File: src/rtl/pmu_pkg.sv
package pmu_pkg;
  localparam int CNT_W = 32;
  localparam int SEL_W = 8;
  localparam int NUM_EVT = 2;

  typedef enum logic [1:0] {
    A_CTRL = 2'd0,
    A_CYC  = 2'd1,
    A_CNT0 = 2'd2,
    A_CNT1 = 2'd3
  } pmu_addr_e;

  // control word bit positions (decoded by software)
  localparam int B_EN      = 0;
  localparam int B_DIV     = 3;
  localparam int B_IE_LO   = 4;
  localparam int B_FLAG_LO = 8;
  localparam int B_EXPORT  = 11;
  localparam int B_SEL1_LO = 12;
  localparam int B_SEL0_LO = 20;

  // flag/enable index inside the 3-bit groups
  localparam int IX_C0  = 0;
  localparam int IX_C1  = 1;
  localparam int IX_CYC = 2;
endpackage

File: src/rtl/pmu_event_pick.sv
module pmu_event_pick #(
  parameter int EVT_W = 32,
  parameter int SEL_W = 8
) (
  input  logic [EVT_W-1:0] events_i,
  input  logic [SEL_W-1:0] sel_i,
  output logic             hit_o
);
  localparam int IW = (EVT_W > 1) ? $clog2(EVT_W) : 1;

  always_comb begin
    hit_o = 1'b0;
    if (32'(sel_i) < EVT_W) hit_o = events_i[sel_i[IW-1:0]];
  end
endmodule

File: src/rtl/pmu_prescaler.sv
module pmu_prescaler #(
  parameter int DIV_LOG2 = 6
) (
  input  logic clk_i,
  input  logic rst_ni,
  input  logic run_i,
  input  logic clr_i,
  output logic tick_o
);
  logic [DIV_LOG2-1:0] pre_q, pre_d;

  always_comb begin
    pre_d = pre_q;
    if (clr_i)      pre_d = '0;
    else if (run_i) pre_d = pre_q + 1'b1;
  end

  always_ff @(posedge clk_i or negedge rst_ni) begin
    if (!rst_ni) pre_q <= '0;
    else         pre_q <= pre_d;
  end

  assign tick_o = run_i && (pre_q == '1);

  // a control write restarts the divider
  a_r3_pre_clear: assert property (@(posedge clk_i) disable iff (!rst_ni)
    clr_i |=> (pre_q == '0));
  a_r3_pre_hold: assert property (@(posedge clk_i) disable iff (!rst_ni)
    (!clr_i && !run_i) |=> $stable(pre_q));
endmodule

File: src/rtl/pmu_wrap_counter.sv
module pmu_wrap_counter #(
  parameter int W = 32
) (
  input  logic         clk_i,
  input  logic         rst_ni,
  input  logic         inc_i,
  input  logic         load_i,
  input  logic [W-1:0] load_val_i,
  output logic [W-1:0] count_o,
  output logic         wrap_o
);
  logic [W-1:0] cnt_q, cnt_d;

  always_comb begin
    cnt_d = cnt_q;
    if (load_i)     cnt_d = load_val_i;
    else if (inc_i) cnt_d = cnt_q + 1'b1;
  end

  always_ff @(posedge clk_i or negedge rst_ni) begin
    if (!rst_ni) cnt_q <= '0;
    else         cnt_q <= cnt_d;
  end

  assign count_o = cnt_q;
  assign wrap_o  = inc_i && !load_i && (cnt_q == '1);

  // load beats increment
  a_r9_load: assert property (@(posedge clk_i) disable iff (!rst_ni)
    load_i |=> (cnt_q == $past(load_val_i)));
  // wrap lands on zero
  a_r5_wrap_zero: assert property (@(posedge clk_i) disable iff (!rst_ni)
    wrap_o |=> (cnt_q == '0));
  // no advance without a request
  a_r2_hold: assert property (@(posedge clk_i) disable iff (!rst_ni)
    (!inc_i && !load_i) |=> $stable(cnt_q));
endmodule

File: src/rtl/pmu_counter_unit.sv
module pmu_counter_unit
  import pmu_pkg::*;
#(
  parameter int EVT_W    = 32,
  parameter int DIV_LOG2 = 6
) (
  input  logic             clk_i,
  input  logic             rst_ni,
  input  logic             wr_en_i,
  input  logic [1:0]       addr_i,
  input  logic [31:0]      wr_data_i,
  output logic [31:0]      rd_data_o,
  input  logic [EVT_W-1:0] events_i,
  output logic [1:0]       evt_bus_o,
  output logic             irq_o
);
  // reset: asynchronous assertion, synchronous release
  logic [1:0] rst_sync_q;
  logic       rst_sn;

  always_ff @(posedge clk_i or negedge rst_ni) begin
    if (!rst_ni) rst_sync_q <= '0;
    else         rst_sync_q <= {rst_sync_q[0], 1'b1};
  end
  assign rst_sn = rst_sync_q[1];

  // write decode
  logic ctrl_wr, cyc_ld;
  logic [NUM_EVT-1:0] evt_ld;
  assign ctrl_wr   = wr_en_i && (addr_i == A_CTRL);
  assign cyc_ld    = wr_en_i && (addr_i == A_CYC);
  assign evt_ld[0] = wr_en_i && (addr_i == A_CNT0);
  assign evt_ld[1] = wr_en_i && (addr_i == A_CNT1);

  // control state
  logic             en_q, en_d;
  logic             div_q, div_d;
  logic             exp_q, exp_d;
  logic [2:0]       ie_q, ie_d;
  logic [2:0]       flag_q, flag_d;
  logic [SEL_W-1:0] sel_q [NUM_EVT];
  logic [SEL_W-1:0] sel_d [NUM_EVT];

  // counters
  logic [CNT_W-1:0] cyc_cnt;
  logic             cyc_tick, cyc_wrap;
  logic [CNT_W-1:0] evt_cnt [NUM_EVT];
  logic [NUM_EVT-1:0] evt_hit, evt_wrap;

  pmu_prescaler #(.DIV_LOG2(DIV_LOG2)) u_pre (
    .clk_i  (clk_i),
    .rst_ni (rst_sn),
    .run_i  (en_q && div_q),
    .clr_i  (ctrl_wr),
    .tick_o (cyc_tick)
  );

  pmu_wrap_counter #(.W(CNT_W)) u_cyc (
    .clk_i      (clk_i),
    .rst_ni     (rst_sn),
    .inc_i      (en_q && (!div_q || cyc_tick)),
    .load_i     (cyc_ld),
    .load_val_i (wr_data_i),
    .count_o    (cyc_cnt),
    .wrap_o     (cyc_wrap)
  );

  for (genvar g = 0; g < NUM_EVT; g++) begin : g_evt
    pmu_event_pick #(.EVT_W(EVT_W), .SEL_W(SEL_W)) u_pick (
      .events_i (events_i),
      .sel_i    (sel_q[g]),
      .hit_o    (evt_hit[g])
    );
    pmu_wrap_counter #(.W(CNT_W)) u_cnt (
      .clk_i      (clk_i),
      .rst_ni     (rst_sn),
      .inc_i      (en_q && evt_hit[g]),
      .load_i     (evt_ld[g]),
      .load_val_i (wr_data_i),
      .count_o    (evt_cnt[g]),
      .wrap_o     (evt_wrap[g])
    );
  end

  // next-state for control word
  logic [2:0] flag_set, flag_clr;
  always_comb begin
    flag_set         = '0;
    flag_set[IX_C0]  = evt_wrap[0];
    flag_set[IX_C1]  = evt_wrap[1];
    flag_set[IX_CYC] = cyc_wrap;
    flag_clr = ctrl_wr ? wr_data_i[B_FLAG_LO +: 3] : 3'b000;
    flag_d   = flag_set | (flag_q & ~flag_clr);

    en_d     = en_q;
    div_d    = div_q;
    exp_d    = exp_q;
    ie_d     = ie_q;
    sel_d[0] = sel_q[0];
    sel_d[1] = sel_q[1];
    if (ctrl_wr) begin
      en_d     = wr_data_i[B_EN];
      div_d    = wr_data_i[B_DIV];
      exp_d    = wr_data_i[B_EXPORT];
      ie_d     = wr_data_i[B_IE_LO +: 3];
      sel_d[0] = wr_data_i[B_SEL0_LO +: SEL_W];
      sel_d[1] = wr_data_i[B_SEL1_LO +: SEL_W];
    end
  end

  always_ff @(posedge clk_i or negedge rst_sn) begin
    if (!rst_sn) begin
      en_q     <= 1'b0;
      div_q    <= 1'b0;
      exp_q    <= 1'b0;
      ie_q     <= '0;
      flag_q   <= '0;
      sel_q[0] <= '0;
      sel_q[1] <= '0;
    end else begin
      en_q     <= en_d;
      div_q    <= div_d;
      exp_q    <= exp_d;
      ie_q     <= ie_d;
      flag_q   <= flag_d;
      sel_q[0] <= sel_d[0];
      sel_q[1] <= sel_d[1];
    end
  end

  // read mux
  logic [31:0] ctrl_rd;
  always_comb begin
    ctrl_rd                        = '0;
    ctrl_rd[B_EN]                  = en_q;
    ctrl_rd[B_DIV]                 = div_q;
    ctrl_rd[B_IE_LO +: 3]          = ie_q;
    ctrl_rd[B_FLAG_LO +: 3]        = flag_q;
    ctrl_rd[B_EXPORT]              = exp_q;
    ctrl_rd[B_SEL1_LO +: SEL_W]    = sel_q[1];
    ctrl_rd[B_SEL0_LO +: SEL_W]    = sel_q[0];
  end

  always_comb begin
    unique case (pmu_addr_e'(addr_i))
      A_CTRL:  rd_data_o = ctrl_rd;
      A_CYC:   rd_data_o = cyc_cnt;
      A_CNT0:  rd_data_o = evt_cnt[0];
      default: rd_data_o = evt_cnt[1];
    endcase
  end

  assign evt_bus_o = exp_q ? evt_hit : 2'b00;
  assign irq_o     = |(flag_q & ie_q);

  // a wrap always leaves its flag set, even against a clear
  a_r6_set_wins: assert property (@(posedge clk_i) disable iff (!rst_sn)
    evt_wrap[0] |=> flag_q[IX_C0]);
  a_r6_cyc_set_wins: assert property (@(posedge clk_i) disable iff (!rst_sn)
    cyc_wrap |=> flag_q[IX_CYC]);
  // flags only fall on a control write
  a_r6_sticky: assert property (@(posedge clk_i) disable iff (!rst_sn)
    !ctrl_wr |=> ((flag_q & $past(flag_q)) == $past(flag_q)));
  // no interrupt with reporting disabled
  a_r7_irq_quiet: assert property (@(posedge clk_i) disable iff (!rst_sn)
    (ie_q == 3'b000) |-> !irq_o);
  // bus gated by export enable
  a_r8_bus_gate: assert property (@(posedge clk_i) disable iff (!rst_sn)
    !exp_q |-> (evt_bus_o == 2'b00));
  // frozen counters while disabled and not written
  a_r2_frozen: assert property (@(posedge clk_i) disable iff (!rst_sn)
    (!en_q && !wr_en_i) |=> $stable({cyc_cnt, evt_cnt[0], evt_cnt[1]}));
endmodule

File: config.mk
export PLATFORM = sky130hd
export DESIGN_NAME = pmu_counter_unit
export DESIGN_NICKNAME = d
export VERILOG_FILES = /design/src/rtl/pmu_pkg.sv /design/src/rtl/pmu_event_pick.sv /design/src/rtl/pmu_prescaler.sv /design/src/rtl/pmu_wrap_counter.sv /design/src/rtl/pmu_counter_unit.sv
export SDC_FILE = /design/constraint.sdc
export NUM_CORES = 1
export LEC_CHECK = 0
export ABC_AREA = 1
export BUFFER_PORTS_ARGS = -buffer_cell sky130_fd_sc_hd__buf_2
export CAP_MARGIN = 20
export CORE_AREA = 2 2 143 145
export DETAILED_ROUTE_END_ITERATION = 12
export DIE_AREA = 0 0 145 147
export GPL_ROUTABILITY_DRIVEN = 1
export MAX_ROUTING_LAYER = met4
export PLACE_DENSITY = 0.69
export SYNTH_ARGS = -nofsm -noshare
export SYNTH_HDL_FRONTEND = slang
export SYNTH_SLANG_ARGS = --single-unit
File: constraint.sdc
create_clock -name clk_i -period 6.7 [get_ports clk_i]
set_input_delay 0.335 -clock clk_i [delete_from_list [all_inputs] [get_ports clk_i]]
set_output_delay 0.335 -clock clk_i [all_outputs]
set_load 0.05 [all_outputs]
======== Word-level counts from Yosys, hierarchy flattened ========
Index checks and enable logic that the tools add are counted.
cells by class
  multiplexer cells ....................... 17
  bitwise gates (word level) .............. 4
  add/sub/neg operators ................... 4
  eq/ne operators ......................... 7
  order comparisons ....................... 4
  reduce and logical (&&, ||, !) cells .... 26
operators by type and width
  cell                                                         number
  two-way mux 32 bit                                           6
  adder 32 x 1 -> 32 bit (second input constant)               3
  == test 32 bit (second input constant)                       3
  one-hot mux 32 bit (3 select lines)                          1
  less-than comparator 8 x 6 -> 1 bit (second input constant)  2
  logical AND 1 bit                                            15
  less-than comparator 5 x 6 -> 1 bit (second input constant)  2
  two-way mux 6 bit                                            2
  binary-select mux 1 bit (select 5 bit)                       2
  nonzero test 2 bit                                           4
  adder 6 x 1 -> 6 bit (second input constant)                 1
  AND 3 bit                                                    2
  == test 6 bit (second input constant)                        1
  == test 2 bit (second input constant)                        2
  logical NOT 1 bit                                            4
  two-way mux 1 bit                                            4
  two-way mux 3 bit                                            1
  NOT 3 bit                                                    1
  bitwise OR 3 bit                                             1
  OR reduction 3 bit                                           1
  == test 2 x 1 -> 1 bit (second input constant)               1
  logical NOT 2 bit                                            1
  two-way mux 2 bit                                            1
  logical OR 1 bit                                             1
word-level totals
  bits in registers ....................... 129
  output and inout bits ................... 35
  logic and storage cells ................. 74

======== Depth between registers and ports, before layout ========
  depth after elaboration ................. 7
  gate-level depth with buffers ........... 14
  gate-level depth less buffers ........... 13

======== Hierarchy ========
A second synthesis with hierarchy kept.
unflattened totals
  cell total of the unflattened synthesis .. 1,512
  area, all modules ....................... 9,969.6 µm²
by module, submodules not included
  module            seq. area each (µm²)  instances  cells each  area an instance (µm²)
  pmu_wrap_counter  800.8                 3          332         2,283.4
  pmu_counter_unit  675.6                 1          311         2,021.9
  pmu_event_pick    0.0                   2          80          376.6
  pmu_prescaler     150.1                 1          45          344.1

======== Least setup slack after synthesis ========
Ideal clock, no wire load.
  kind .................................... input to output
  start point ............................. input port addr_i[1]
  end point ............................... output port rd_data_o[10]
  slack ................................... 4,505 ps
  data arrival time ....................... 1,860 ps
  stages on the path ...................... 4
  required time ........................... 6,365 ps
  path buffers ............................ 2
  cell sequence ........................... nand2_1 > clkbuf_1 > clkbuf_1 > o21ai_0
between the ends
  word-level cells in the longest chain between the ends .. 2
  elaborated cells on any way between the ends .. 4
RTL lines
  what                                     line                     RTL
  start: declaration                       pmu_counter_unit.sv:10   input logic [1:0] addr_i,
  == test 2 bit (tied with other cells)    pmu_counter_unit.sv:145  unique case (pmu_addr_e'(addr_i))
  one-hot mux 32 bit (3 select lines) (*)  pmu_counter_unit.sv:145
  end: declaration                         pmu_counter_unit.sv:12   output logic [31:0] rd_data_o,
Mark *: on every way between the ends. The rest lies on a longest branch, timed or not.

======== Worst setup path after layout ========
  start point ............................. input port addr_i[0]
  end point ............................... register u_cyc.cnt_q[30], in the netlist u_cyc.count_o[30]
between the ends
  word-level cells in the longest chain between the ends .. 3
  elaborated cells on any way between the ends .. 4
RTL lines
  what                                                             line                    RTL
  == test 2 x 1 -> 1 bit (*)                                       pmu_counter_unit.sv:31  assign cyc_ld = wr_en_i && (addr_i == A_CYC);
  logical AND 1 bit (*)                                            pmu_counter_unit.sv:31
  two-way mux 32 bit / nonzero test 2 bit (equally long branches)  -
  end signal: assignment                                           pmu_wrap_counter.sv:22  else cnt_q <= cnt_d;
  end: declaration                                                 pmu_wrap_counter.sv:12  logic [W-1:0] cnt_q, cnt_d;
Marked as above.
A chain may end at the register's enable or synchronous reset.

==> impl_metrics.yaml <==
timing:
  finalCritPeriodShare: 0.448
  finalHoldViolCount: 0
  relSlewSlack: 0.347
  fmax_mhz: 333
  setup_viol: 0
  rsz0062_at_grt: "false"
  worst_pin_slew_ns: 0.978
  min_period_ns: 3.00
  setup_slack_ns: 3.70
  finalMaxSlewViolations: 0
  fin_worst_skew_ns: 0.0114
  tns_ns: 0
logic_synthesis:
  yosys.area.top_type: "dfrtp_1"
  yosys.cell_types.count: 45
  synth_top_area_share: 0.330
  synth.area.top_cells: "dfrtp_1, nand2_1, nand3_1"
  avgSynthCellArea_um2: 6.47
  yosysWarnings: 0
  syn-cell-area_mm2: 0.00978
  synth-async-reset-ratio: 1.00
  synth_ff_type: "dfrtp_1"
  netlist_instances: 1511
  synth-edff-count: 0
  synth_nets: 1584
  seq_area_frac_synth: 0.330
  synth-seq-cells: 129
clocking:
  cts_tree: "yes"
  cts-root-buf: "clkbuf_16"
  clockBufferDepth: 2
  post_cts_buffers: 0
  cts_max_level: 4
  clock_latency_ns: 0.43
  clkSinkCount: 129
  cts-resized-gates: 0
  cts_buffers: 17
  path_clk_slew_ns: 0.07
final_layout:
  final_common_cell: "nand2_1"
  seq_area_mm2: 0.00323
  synthToLayoutAreaGrowth_pct: 12.0
  post-route-cell-area_mm2: 0.0110
  drive_above_1_share: 0.114
  multi_input_area_mm2: 0.00557
  nets: 1652
  final_cell_mix: "nand2_1, inv_1, nand3_1, dfrtp_1, o21ai_0"
  fillers: 2017
drt:
  drc: 0
  vias: 10800
  via_per_inst: 5.81
  routedWlPerCell_um: 20.3
  dr.pass1.iters: 6
  ant_nets: 0
  drtIter0Drc: 1292
  wl_um: 37900
global_routing:
  antenna_found_initial: 1
  grt_overflow: 0
  track_usage: 0.362
  grt_pass1_vias: 9825
  grt_pass1_wl_um: 57700
  grt_max_degree: 86
die:
  start_util: 0.493
  die_area_mm2: 0.0213
  fp.coreArea_mm2: 0.0198
  die_height_um: 147
  die_w_um: 145
  row_count: 52
  pin_count: 104
power_and_ir_drop:
  comb_power_share: 0.403
  seqPwrFrac: 0.362
  finalPower_w: 0.00399
  p_leak_nw: 5.09
  switchingPower_w: 0.00190
  p_per_area_mw_per_mm2: 364
  clkPwrFrac: 0.236
  swShare: 0.476
  p_int_w: 0.00209
  ir_worst_vdd_uv: 199
worst_setup_path:
  startpoint_type: "input port"
  arrival_ns: 3.27
  worstPathMaxFanout: 35
  end_kind: "flop"
  cp_data_required_time_ns: 6.97
  path_class: "input port to flop"
status:
  status: "complete, no violations"
placement:
  gp_congestion: 1.06
  postPlaceCellArea_mm2: 0.0104
  io_buffer_count: 103
  place_ws_ns: 3.43
  dp_hpwl_um: 28500
job:
  drv_cap: 0
min_path:
  hold_path.class: "input port to flop"
critical path, stage by stage:
cell and delay (ns):
buf_2 0.12, inv_1 0.06, nor2_2 0.58, inv_1 0.57
nor2_4 0.28, inv_2 0.30, nand2_2 0.27, inv_1 0.40
nand2_1 0.19, o221ai_1 0.13
cells by family (layout without fill, tap and decap cells):
group / after synthesis / count (layout) / synth area share
AND/OR/NAND/NOR: 844 / 844 / 0.370
buffers and inverters: 235 / 316 / 0.101
AO/OA/AOI/OAI: 244 / 244 / 0.145
other: 1 / 2 / 0.000384
adder cells (fa/ha/maj): 4 / 4 / 0.00512
XOR/XNOR: 54 / 54 / 0.0484
flip-flops: 129 / 129 / 0.330
cells in the mapped netlist, drive strengths merged (3+ instances only):
master   count
nand2      493
inv        173
nand3      155
dfrtp      129
o21ai      128
nor2       121
xor2        53
nor3        49
a21oi       41
buf         39
o22ai       31
clkbuf      23
o221ai      20
nand4       19
a221oi       6
a21o         5
o211ai       5
ha           4
o2111ai      3
o21bai       3
power by group through the flow:
stage | logic (W) | clock network (W) | registers (W)
after floorplan | 0.00120 | 0 | 0.00130
after global placement | 0.00156 | 0 | 0.00143
after detailed placement | 0.00157 | 0 | 0.00143
after CTS | 0.00158 | 0.000943 | 0.00142
after global routing | 0.00176 | 0.000975 | 0.00148
final | 0.00161 | 0.000941 | 0.00144
metrics by stage:
stage,std cells,utilization,hold slack [ns]
2_1_floorplan,1511,-,0.0394
3_3_place_gp,1828,0.522,0.121
3_5_place_dp,1828,0.522,0.123
4_1_cts,1861,0.552,0.125
5_1_grt,1863,0.552,0.144
6_report,1863,0.552,0.129
sequential cells by signal (all words and copies together), names as in the netlist:
name                 flops
u_pre.pre_q              6
div_q                    1
exp_q                    1
g_evt.u_cnt.count_o     64
u_cyc.count_o           32
ctrl_rd                 16
flag_q                   3
ie_q                     3
rst_sync_q               2
en_q                     1
final timing paths:
kind,startpoint,to,slack (ns),depth (start not counted)
worst max-delay path,addr_i[0],u_cyc.count_o[30],3.70,10
min in group asynchronous,rst_ni,rst_sync_q[0],0.24,2
worst min-delay path,wr_data_i[13],ctrl_rd[13],0.13,3
worst max register to register,ctrl_rd[12],g_evt[1].u_cnt.count_o[23],3.75,11
max in group asynchronous,rst_sync_q[1],g_evt[0].u_cnt.count_o[10],5.31,1
worst min register to register,rst_sync_q[1],g_evt[1].u_cnt.count_o[14],0.31,0
layer usage:
metal | global-route usage | share of wire | up-vias
li1 | - | - | 5086
met1 | 0.497 | 0.43 | 5022
met2 | 0.522 | 0.43 | 600
met3 | 0.0599 | 0.092 | 114
met4 | 0.172 | 0.047 | 0
met5 | - | 0 | -
layout make-up:
cell class / count / share of cell area
Clock buffer: 21 / 0.0439
Antenna cell: 1 / 0.000228
Timing Repair Buffer: 111 / 0.0528
Sequential cell: 129 / 0.295
Clock inverter: 11 / 0.00937
Inverter: 173 / 0.0597
Tap cell: 270 / 0.0308
Multi-Input combinational cell: 1147 / 0.508
what timing repair did:
item | CTS | global route
endpoints found under the setup margin | 0 | 0
hold buffers | 1 | 0
hold endpoints to repair | 2 | 0
Power figures use the tool's default switching activity.
